### config.mk
export PLATFORM = sky130hd
export DESIGN_NAME = bbw_seq
export DESIGN_NICKNAME = d
export VERILOG_FILES = /design/src/rtl/bbw_pkg.sv /design/src/rtl/bbw_step_map.sv /design/src/rtl/bbw_gap_timer.sv /design/src/rtl/bbw_seq.sv
export SDC_FILE = /design/constraint.sdc
export NUM_CORES = 1
export LEC_CHECK = 0
export BUFFER_PORTS_ARGS = -buffer_cell sky130_fd_sc_hd__buf_2
export CAP_MARGIN = 25
export CORE_ASPECT_RATIO = 1.4
export CORE_UTILIZATION = 40
export DETAILED_ROUTE_END_ITERATION = 7
export PLACE_DENSITY = 0.64
export SLEW_MARGIN = 20
export SYNTH_ARGS = -nofsm -noshare
export SYNTH_HDL_FRONTEND = slang
export SYNTH_HIERARCHICAL = 1
export SYNTH_SLANG_ARGS = --single-unit
### constraint.sdc
create_clock -name clk -period 3.15 [get_ports clk]
set_input_delay 0.1575 -clock clk [delete_from_list [all_inputs] [get_ports clk]]
set_output_delay 0.1575 -clock clk [all_outputs]
set_load 0.02 [all_outputs]
### src/rtl/bbw_pkg.sv
package bbw_pkg;
  typedef enum logic [1:0] {
    CMD_NONE   = 2'd0,
    CMD_COPY   = 2'd1,
    CMD_TRIPLE = 2'd2
  } cmd_kind_e;

  localparam logic [1:0] OPC_AND = 2'b01;
  localparam logic [1:0] OPC_OR  = 2'b10;

  localparam int unsigned NUM_STEPS = 5;

  typedef enum logic [1:0] {
    ST_IDLE  = 2'd0,
    ST_ISSUE = 2'd1,
    ST_WAIT  = 2'd2
  } seq_state_e;

  function automatic logic opc_known(input logic [1:0] op);
    return (op == OPC_AND) || (op == OPC_OR);
  endfunction
endpackage

### src/rtl/bbw_step_map.sv
module bbw_step_map
  import bbw_pkg::*;
#(
  parameter int unsigned ROW_W    = 10,
  parameter int unsigned STEP_W   = 3,
  parameter logic [ROW_W-1:0] W1_ROW   = '0,
  parameter logic [ROW_W-1:0] W2_ROW   = '0,
  parameter logic [ROW_W-1:0] W3_ROW   = '0,
  parameter logic [ROW_W-1:0] ZERO_ROW = '0,
  parameter logic [ROW_W-1:0] ONE_ROW  = '0
) (
  input  logic [STEP_W-1:0] step,
  input  logic              is_and,
  input  logic [ROW_W-1:0]  src_a,
  input  logic [ROW_W-1:0]  src_b,
  input  logic [ROW_W-1:0]  dst,
  output logic [1:0]        kind,
  output logic [ROW_W-1:0]  row0,
  output logic [ROW_W-1:0]  row1,
  output logic [ROW_W-1:0]  row2
);
  logic [ROW_W-1:0] const_row;
  assign const_row = is_and ? ZERO_ROW : ONE_ROW;

  always_comb begin
    kind = CMD_COPY;
    row2 = '0;
    unique case (step)
      3'd0:    begin row0 = src_a;     row1 = W1_ROW; end
      3'd1:    begin row0 = src_b;     row1 = W2_ROW; end
      3'd2:    begin row0 = const_row; row1 = W3_ROW; end
      3'd3:    begin kind = CMD_TRIPLE; row0 = W1_ROW; row1 = W2_ROW; row2 = W3_ROW; end
      default: begin row0 = W1_ROW;    row1 = dst; end
    endcase
  end
endmodule

### src/rtl/bbw_gap_timer.sv
module bbw_gap_timer #(
  parameter int unsigned WAIT_W = 8
) (
  input  logic              clk,
  input  logic              rst_n,
  input  logic              load,
  input  logic [WAIT_W-1:0] load_val,
  output logic              expired
);
  logic [WAIT_W-1:0] cnt_q;

  always_ff @(posedge clk or negedge rst_n) begin
    if (!rst_n)           cnt_q <= '0;
    else if (load)        cnt_q <= load_val;
    else if (cnt_q != '0) cnt_q <= cnt_q - 1'b1;
  end

  assign expired = (cnt_q == '0);
endmodule

### src/rtl/bbw_seq.sv
module bbw_seq
  import bbw_pkg::*;
#(
  parameter int unsigned ROW_W  = 10,
  parameter int unsigned WAIT_W = 8,
  parameter logic [ROW_W-1:0] W1_ROW   = ROW_W'((1 << ROW_W) - 5),
  parameter logic [ROW_W-1:0] W2_ROW   = ROW_W'((1 << ROW_W) - 4),
  parameter logic [ROW_W-1:0] W3_ROW   = ROW_W'((1 << ROW_W) - 3),
  parameter logic [ROW_W-1:0] ZERO_ROW = ROW_W'((1 << ROW_W) - 2),
  parameter logic [ROW_W-1:0] ONE_ROW  = ROW_W'((1 << ROW_W) - 1)
) (
  input  logic              clk,
  input  logic              rst_n,
  input  logic              req_valid,
  output logic              req_ready,
  input  logic [1:0]        req_op,
  input  logic [ROW_W-1:0]  req_src_a,
  input  logic [ROW_W-1:0]  req_src_b,
  input  logic [ROW_W-1:0]  req_dst,
  input  logic [WAIT_W-1:0] gap_cycles,
  output logic              cmd_valid,
  input  logic              cmd_ready,
  output logic [1:0]        cmd_kind,
  output logic [ROW_W-1:0]  cmd_row0,
  output logic [ROW_W-1:0]  cmd_row1,
  output logic [ROW_W-1:0]  cmd_row2,
  output logic              done,
  output logic              err
);
  localparam int unsigned STEP_W = $clog2(NUM_STEPS);
  localparam logic [STEP_W-1:0] LAST_STEP = STEP_W'(NUM_STEPS - 1);

  seq_state_e        state_q;
  logic [STEP_W-1:0] step_q;
  logic              is_and_q;
  logic [ROW_W-1:0]  a_q, b_q, c_q;
  logic [WAIT_W-1:0] gap_q;
  logic              req_fire, cmd_fire, last_fire, timer_load, timer_exp;

  assign req_ready  = (state_q == ST_IDLE);
  assign req_fire   = req_valid && req_ready;
  assign cmd_valid  = (state_q == ST_ISSUE);
  assign cmd_fire   = cmd_valid && cmd_ready;
  assign last_fire  = cmd_fire && (step_q == LAST_STEP);
  assign timer_load = cmd_fire && !last_fire && (gap_q != '0);

  always_ff @(posedge clk or negedge rst_n) begin
    if (!rst_n) begin
      state_q  <= ST_IDLE;
      step_q   <= '0;
      is_and_q <= 1'b0;
      a_q      <= '0;
      b_q      <= '0;
      c_q      <= '0;
      gap_q    <= '0;
      done     <= 1'b0;
      err      <= 1'b0;
    end else begin
      done <= last_fire;
      err  <= req_fire && !opc_known(req_op);
      unique case (state_q)
        ST_IDLE: if (req_fire && opc_known(req_op)) begin
          state_q  <= ST_ISSUE;
          step_q   <= '0;
          is_and_q <= (req_op == OPC_AND);
          a_q      <= req_src_a;
          b_q      <= req_src_b;
          c_q      <= req_dst;
          gap_q    <= gap_cycles;
        end
        ST_ISSUE: if (cmd_fire) begin
          if (last_fire) begin
            state_q <= ST_IDLE;
          end else begin
            step_q  <= step_q + 1'b1;
            state_q <= (gap_q == '0) ? ST_ISSUE : ST_WAIT;
          end
        end
        ST_WAIT: if (timer_exp) state_q <= ST_ISSUE;
        default: state_q <= ST_IDLE;
      endcase
    end
  end

  bbw_gap_timer #(.WAIT_W(WAIT_W)) u_timer (
    .clk      (clk),
    .rst_n    (rst_n),
    .load     (timer_load),
    .load_val (gap_q - 1'b1),
    .expired  (timer_exp)
  );

  bbw_step_map #(
    .ROW_W(ROW_W), .STEP_W(STEP_W),
    .W1_ROW(W1_ROW), .W2_ROW(W2_ROW), .W3_ROW(W3_ROW),
    .ZERO_ROW(ZERO_ROW), .ONE_ROW(ONE_ROW)
  ) u_map (
    .step   (step_q),
    .is_and (is_and_q),
    .src_a  (a_q),
    .src_b  (b_q),
    .dst    (c_q),
    .kind   (cmd_kind),
    .row0   (cmd_row0),
    .row1   (cmd_row1),
    .row2   (cmd_row2)
  );
endmodule

==> results of run 1 <==
-- cells by family after synthesis --
group                    Yosys count
AO/OA/AOI/OAI                     37
XOR/XNOR                           6
adder cells (fa/ha/maj)            5
buffers and inverters             33
flip-flops                        54
multiplexers                      48
other                              1
AND/OR/NAND/NOR                   74
-- flip-flops by register name, summed over array words and instances, names as in the netlist --
register	cells
state_q	2
done	1
err	1
is_and_q	1
b_q	10
c_q	10
step_q	3
a_q	10
u_timer/cnt_q	8
gap_q	8
-- worst max-delay path by stage --
stage	from	endpoint	slack (ps)	depth (start not counted)
2_1_floorplan	state_q[1]$_DFFE_PN0P_	u_timer/cnt_q[4]$_DFFE_PN0P_	1130	8
6_report	gap_q[0]$_DFFE_PN0P_	u_timer/cnt_q[5]$_DFFE_PN0P_	940	8
3_5_place_dp	gap_q[0]$_DFFE_PN0P_	u_timer/cnt_q[5]$_DFFE_PN0P_	920	8
4_1_cts	gap_q[0]$_DFFE_PN0P_	u_timer/cnt_q[5]$_DFFE_PN0P_	890	8
3_3_place_gp	gap_q[0]$_DFFE_PN0P_	u_timer/cnt_q[5]$_DFFE_PN0P_	930	8
5_1_grt	gap_q[0]$_DFFE_PN0P_	u_timer/cnt_q[5]$_DFFE_PN0P_	770	8
-- worst register-to-register path: stages, from the launching register on --
cell,delay (ps)
dfrtp_1,410
inv_1,100
ha_1,180
nor3b_1,580
a221oi_1,180
buf_4,230
inv_1,150
nor2_1,70
a221oi_1,220
-- layer usage --
layer	vias up	share of wire [%]	global-route usage (%)	wire length, um
li1	1034	-	-	-
met1	1020	43	19.30	2511
met2	64	52	29.09	3048
met3	8	3.5	2.835	206
met4	0	1.8	6.509	107
met5	-	0	0	0
-- through the flow --
stage / util, % / cells / area [um^2]
after floorplan: - / 258 / 2897
after global placement: 46.47 / 414 / 3244
after detailed placement: 46.47 / 414 / 3244
after CTS: 47.97 / 423 / 3349
after global routing: 47.97 / 423 / 3349
final: 47.97 / 423 / 3349
-- timing repair --
item	4_1_cts	5_1_grt
hold buffers	1	0
resized for setup	0	0
setup buffers	0	0
hold endpoints to repair	36	0
-- cells in the final DEF (no fill, tap or decap), types with 4 or more instances in the layout --
cell,count
mux2_2,33
o21ai_0,6
a21oi_1,7
inv_1,12
ha_1,5
nor3_1,4
nand2b_1,8
nor2_1,13
mux2_1,4
buf_2,78
dfrtp_1,54
nand2_1,24
mux2i_1,11
buf_4,4
clkbuf_8,5
xor2_1,4
o31ai_1,4
-- power by group --
part | switching [mW] | internal, mW
sequential | 0.287 | 1.03
clock | 0.237 | 0.161
combinational | 0.790 | 0.691
-- layout make-up --
cell class,count,share of cell area (%)
well taps,95,3.549
inverters,12,1.345
multi-input cells,171,39.07
clock buffers,5,2.055
repair buffers,83,12.85
flip-flops and latches,54,40.34
clock inverters,3,0.7845
==> metrics.cfg, run 1 <==
[timing]
rsz0062_at_grt = no
layout_min_cycle_time_ps = 2213
relSlewSlack_pct = 43.40
setup_viol = 0
fmax_mhz = 451.9
fin_crit_sh_pct = 70.25
worst_pin_slew_ps = 849.1
hold_viol = 0
skew_ps = 6.422
layout_setup_ws_ps = 937.2
hold-worst-slack_ps = 56.41
fin_setup_tns_ps = 0
maxSlewViolCount = 0

[logic_synthesis]
syn_nets = 307
synth_edf_count = 0
ys_types = 54
synth_top_area_share_pct = 46.65
synth_top_flop_cell = dfrtp_1
syn_inst = 258
synthAdderAreaFrac_pct = 2.160
seq_area_frac_synth_pct = 46.65
synthTopCellsByCount = 54 x dfrtp_1, 33 x mux2_2, 24 x nand2_1
ys_async_sr_fraction_pct = 100.0
synth_seq_cells = 54
yosys_warnings = 6
synth_compound_area_share_pct = 8.812
synthTopCellsByArea = dfrtp_1 47%, mux2_2 13%, mux2i_1 3.8%
synth_top_family_by_area = multiplexers
synth.cell_area_mm2 = 0.002897
synth_mux_area_share_pct = 18.19
syn_avg_cell_area_um2 = 11.23
yosys.area.top_type = dfrtp_1
synth_xor_area_share_pct = 1.814
synth_most_common_cell = dfrtp_1
yosys.area_share.simple_pct = 14.08

[cells_and_area]
multi_input_area_mm2 = 0.001309
register_area_mm2 = 0.001351
area_growth_pct = 15.64
diodes = 0
final_nets = 376
drive_gt1_share_pct = 39.63
nFillCells = 672

[min_path]
min_to = a_q[0]$_DFFE_PN0P_
min_path_cells = 2
hp-start = req_src_a[0]
hp-class = primary input to register

[clock_network]
htreeDepth = 2
cts.sinks = 54
clkLatencyLatePin_ps = 300
clk_pin_slew_ps = 100
cts-root-buf = clkbuf_8
tritoncts = done
numCtsBuffers = 5
cts_buffer_depth = 2

[critical_path]
worstPathCellList = inv_1, ha_1, nor3b_1, a221oi_1, buf_4, inv_1, nor2_1, a221oi_1
cp_slowest_cell = nor3b_1
critPathBufInv = 3
critPathLaunchType = register
reg2reg_to = u_timer/cnt_q[5]$_DFFE_PN0P_
ff2ff_path_depth = 8
path_class = register to register
rrSetupSlack_ps = 940
cpPeakStageDelay_ps = 580
arrival_ps = 2420
cp_max_fo = 13
cp-end-kind = register
r2r-start = gap_q[0]$_DFFE_PN0P_
crit_family = simple AND/OR/NAND/NOR gates
cp.required_ps = 3350

[floorplan]
io_pins = 80
std_cell_rows = 36
die_x_um = 73.92
dieArea_mm2 = 0.007590
start_util_pct = 41.49
core_area_mm2 = 0.006982
fp.dieH_um = 102.7

[power_and_ir_drop]
power_density_mw_per_mm2 = 953.3
p_leak_nw = 1.553
ir_drop_uv = 424.4
power_mw = 3.193

[placed_design]
dp_slack_ps = 916.8
port_buffers = 78
hpwl_mm = 4.335
routabilityCongestion = 0.8182

[routing]
vias = 2126
drtAntennaViolNets = 0
wl_per_cell_um = 13.88
drt-total-wl_mm = 5.873
vias_per_cell = 5.026
drt-initial-drc-count = 70
first_pass_iters = 4
drc_errors = 0

[job]
drv_cap = 0

[global_route]
gr-total-overflow = 0
grt_antenna_before_repair = 0
grt_max_degree = 39
first_global_vias = 2047
grt_usage_pct = 16.37
grt_first_pass_wirelength_mm = 9.473

[outcome]
outcome = complete, no violations

(Power assumes the default switching activity.)
==> run 2, diff against run 1 <==
Clock period 3.15 ns to 2.05 ns, I/O delays scaled along.
==> run 2 against run 1 <==
Count of clock-buffer cells in the layout increased by 2. Largest cell class unchanged. Clock power is 64% higher. Combinational power is 66% higher. Worst hold slack got worse by 44 ps. Highest routed layer unchanged.
==> metrics.cfg, run 2 (synthesis gave the netlist of run 1 again) <==
[global_route]
grt_max_degree = 34  ; -13%
grt_usage_pct = 17.53  ; +1.2 points
grt_antenna_before_repair = 0  ; unchanged
gr-total-overflow = 0  ; unchanged
grt_first_pass_wirelength_mm = 10.25  ; +8.2%
first_global_vias = 2163  ; +5.7%

[routing]
vias = 2179  ; +2.5%
drt-total-wl_mm = 6.113  ; +4.1%
vias_per_cell = 5.032  ; +0.13%
drc_errors = 0  ; unchanged
wl_per_cell_um = 14.12  ; +1.7%
drtAntennaViolNets = 0  ; unchanged
drt-initial-drc-count = 150  ; +110%
first_pass_iters = 4  ; unchanged

[timing]
hold_viol = 0  ; unchanged
fmax_mhz = 545.1  ; +21%
setup_viol = 0  ; unchanged
layout_min_cycle_time_ps = 1834  ; -378.4 ps
worst_pin_slew_ps = 717.4  ; -131.7 ps
maxSlewViolCount = 0  ; unchanged
fin_setup_tns_ps = 0  ; unchanged
relSlewSlack_pct = 52.18  ; +8.8 points
fin_crit_sh_pct = 89.48  ; +19 points
rsz0062_at_grt = no
skew_ps = 8.044  ; +1.622 ps

[critical_path]
crit_family = simple AND/OR/NAND/NOR gates
critPathBufInv = 1  ; -2
path_class = register to register
arrival_ps = 2010  ; -410 ps
cp_max_fo = 7  ; -6
critPathLaunchType = register
cp.required_ps = 2230  ; -1120 ps
worstPathCellList = inv_1, ha_1, or3b_1, nor2_1, nor2_1, nand2_1, a22oi_1
cp-end-kind = register
crit_path_frequent_cell = nor2_1
cp_slowest_cell = or3b_1
cpPeakStageDelay_ps = 470  ; -110 ps

[floorplan]
io_pins = 80  ; unchanged
start_util_pct = 41.49  ; unchanged
fp.dieH_um = 102.7  ; unchanged
die_x_um = 73.92  ; unchanged
core_area_mm2 = 0.006982  ; unchanged
dieArea_mm2 = 0.007590  ; unchanged
std_cell_rows = 36  ; unchanged

[clock_network]
numCtsBuffers = 5  ; unchanged
htreeDepth = 2  ; unchanged
tritoncts = done
clkLatencyLatePin_ps = 300  ; about the same
cts-root-buf = clkbuf_8
cts_buffer_depth = 2  ; unchanged
cts.sinks = 54  ; unchanged
ctsResizeCount = 0  ; unchanged
clk_pin_slew_ps = 100  ; about the same

[placed_design]
placedCellCount = 424  ; +2.4%
hpwl_mm = 4.705  ; +8.5%
port_buffers = 78  ; unchanged
routabilityCongestion = 0.8406  ; +2.7%

[cells_and_area]
drive_gt1_share_pct = 41.42  ; +1.8 points
final_cell_count_no_fill = 433  ; +2.4%
largestRegisters = a_q x10, b_q x10, c_q x10
final_cell_mix = 78 x buf_2, 54 x dfrtp_1, 33 x mux2_2
final_nets = 386  ; +2.7%
diodes = 0  ; unchanged
final_common_cell = buf_2
area_growth_pct = 18.57

[power_and_ir_drop]
ir_drop_uv = 729.6  ; +72%
power_mw = 5.080  ; +59%
power_density_mw_per_mm2 = 1479  ; +55%
p_leak_nw = 1.611  ; +3.7%

[min_path]
hp-class = primary input to register

[outcome]
outcome = complete, no violations

[job]
drv_cap = 0  ; unchanged

[run 2: cell types whose count changed in the layout (fill, tap and decap cells not counted)]
cell      change
buf_4        +10
clkbuf_8      +2
clkinv_4      -2
[run 2: layout make-up]
type | instances | area, um^2
clock buffers | 7 | 96.34
clock inverters | 1 | 8.758
fillers | 675 | 3547
inverters | 12 | 45.04
multi-input cells | 171 | 1309
flip-flops and latches | 54 | 1351
well taps | 95 | 118.9
repair buffers | 93 | 505.5
[run 2: final timing paths]
check | from | endpoint | slack, ps | depth (start not counted)
worst max-delay path | u_timer/cnt_q[0]$_DFFE_PN0P_ | state_q[1]$_DFFE_PN0P_ | 220 | 7
worst min-delay path | req_src_b[8] | b_q[8]$_DFFE_PN0P_ | 10 | 2
worst max register to register | u_timer/cnt_q[0]$_DFFE_PN0P_ | state_q[1]$_DFFE_PN0P_ | 220 | 7
worst min register to register | a_q[1]$_DFFE_PN0P_ | a_q[1]$_DFFE_PN0P_ | 490 | 1
max in group asynchronous | rst_n | c_q[9]$_DFFE_PN0P_ | 1000 | 3
min in group asynchronous | rst_n | gap_q[4]$_DFFE_PN0P_ | 390 | 2
[run 2: per-layer routing]
| layer | track usage, % | wire length (um) | vias up | share of wire [%] |
|---|---|---|---|---|
| met3 | 3.030 | 195 | 12 | 3.2 |
| met5 | 0 | 0 | - | 0 |
| li1 | - | - | 1059 | - |
| met1 | 21.59 | 2610 | 1046 | 43 |
| met4 | 6.361 | 146 | 0 | 2.4 |
| met2 | 30.42 | 3161 | 62 | 52 |
[run 2: repair_timing]
action	in CTS	in global routing
endpoints found under the hold margin	31	0
buffers inserted	0	0
hold buffers	1	0
[run 2: stage by stage]
step                      utilization, %  worst slack, ps  cell area [um^2]  hold WS (ps)
final                              49.19            215.6              3435         12.61
after global routing               49.19            43.14              3435         5.483
after CTS                          49.19            240.4              3435         6.203
after detailed placement           47.54            277.0              3319         199.8
after global placement             47.54            306.9              3319         195.9
after floorplan                        -            29.83              2897        -193.1
[run 2: where the power goes]
| group | switching (mW) | internal, mW | leakage (nW) |
|---|---|---|---|
| Clock | 0.341 | 0.310 | 0.0544 |
| Combinational | 1.33 | 1.14 | 0.908 |
| Sequential | 0.387 | 1.58 | 0.649 |
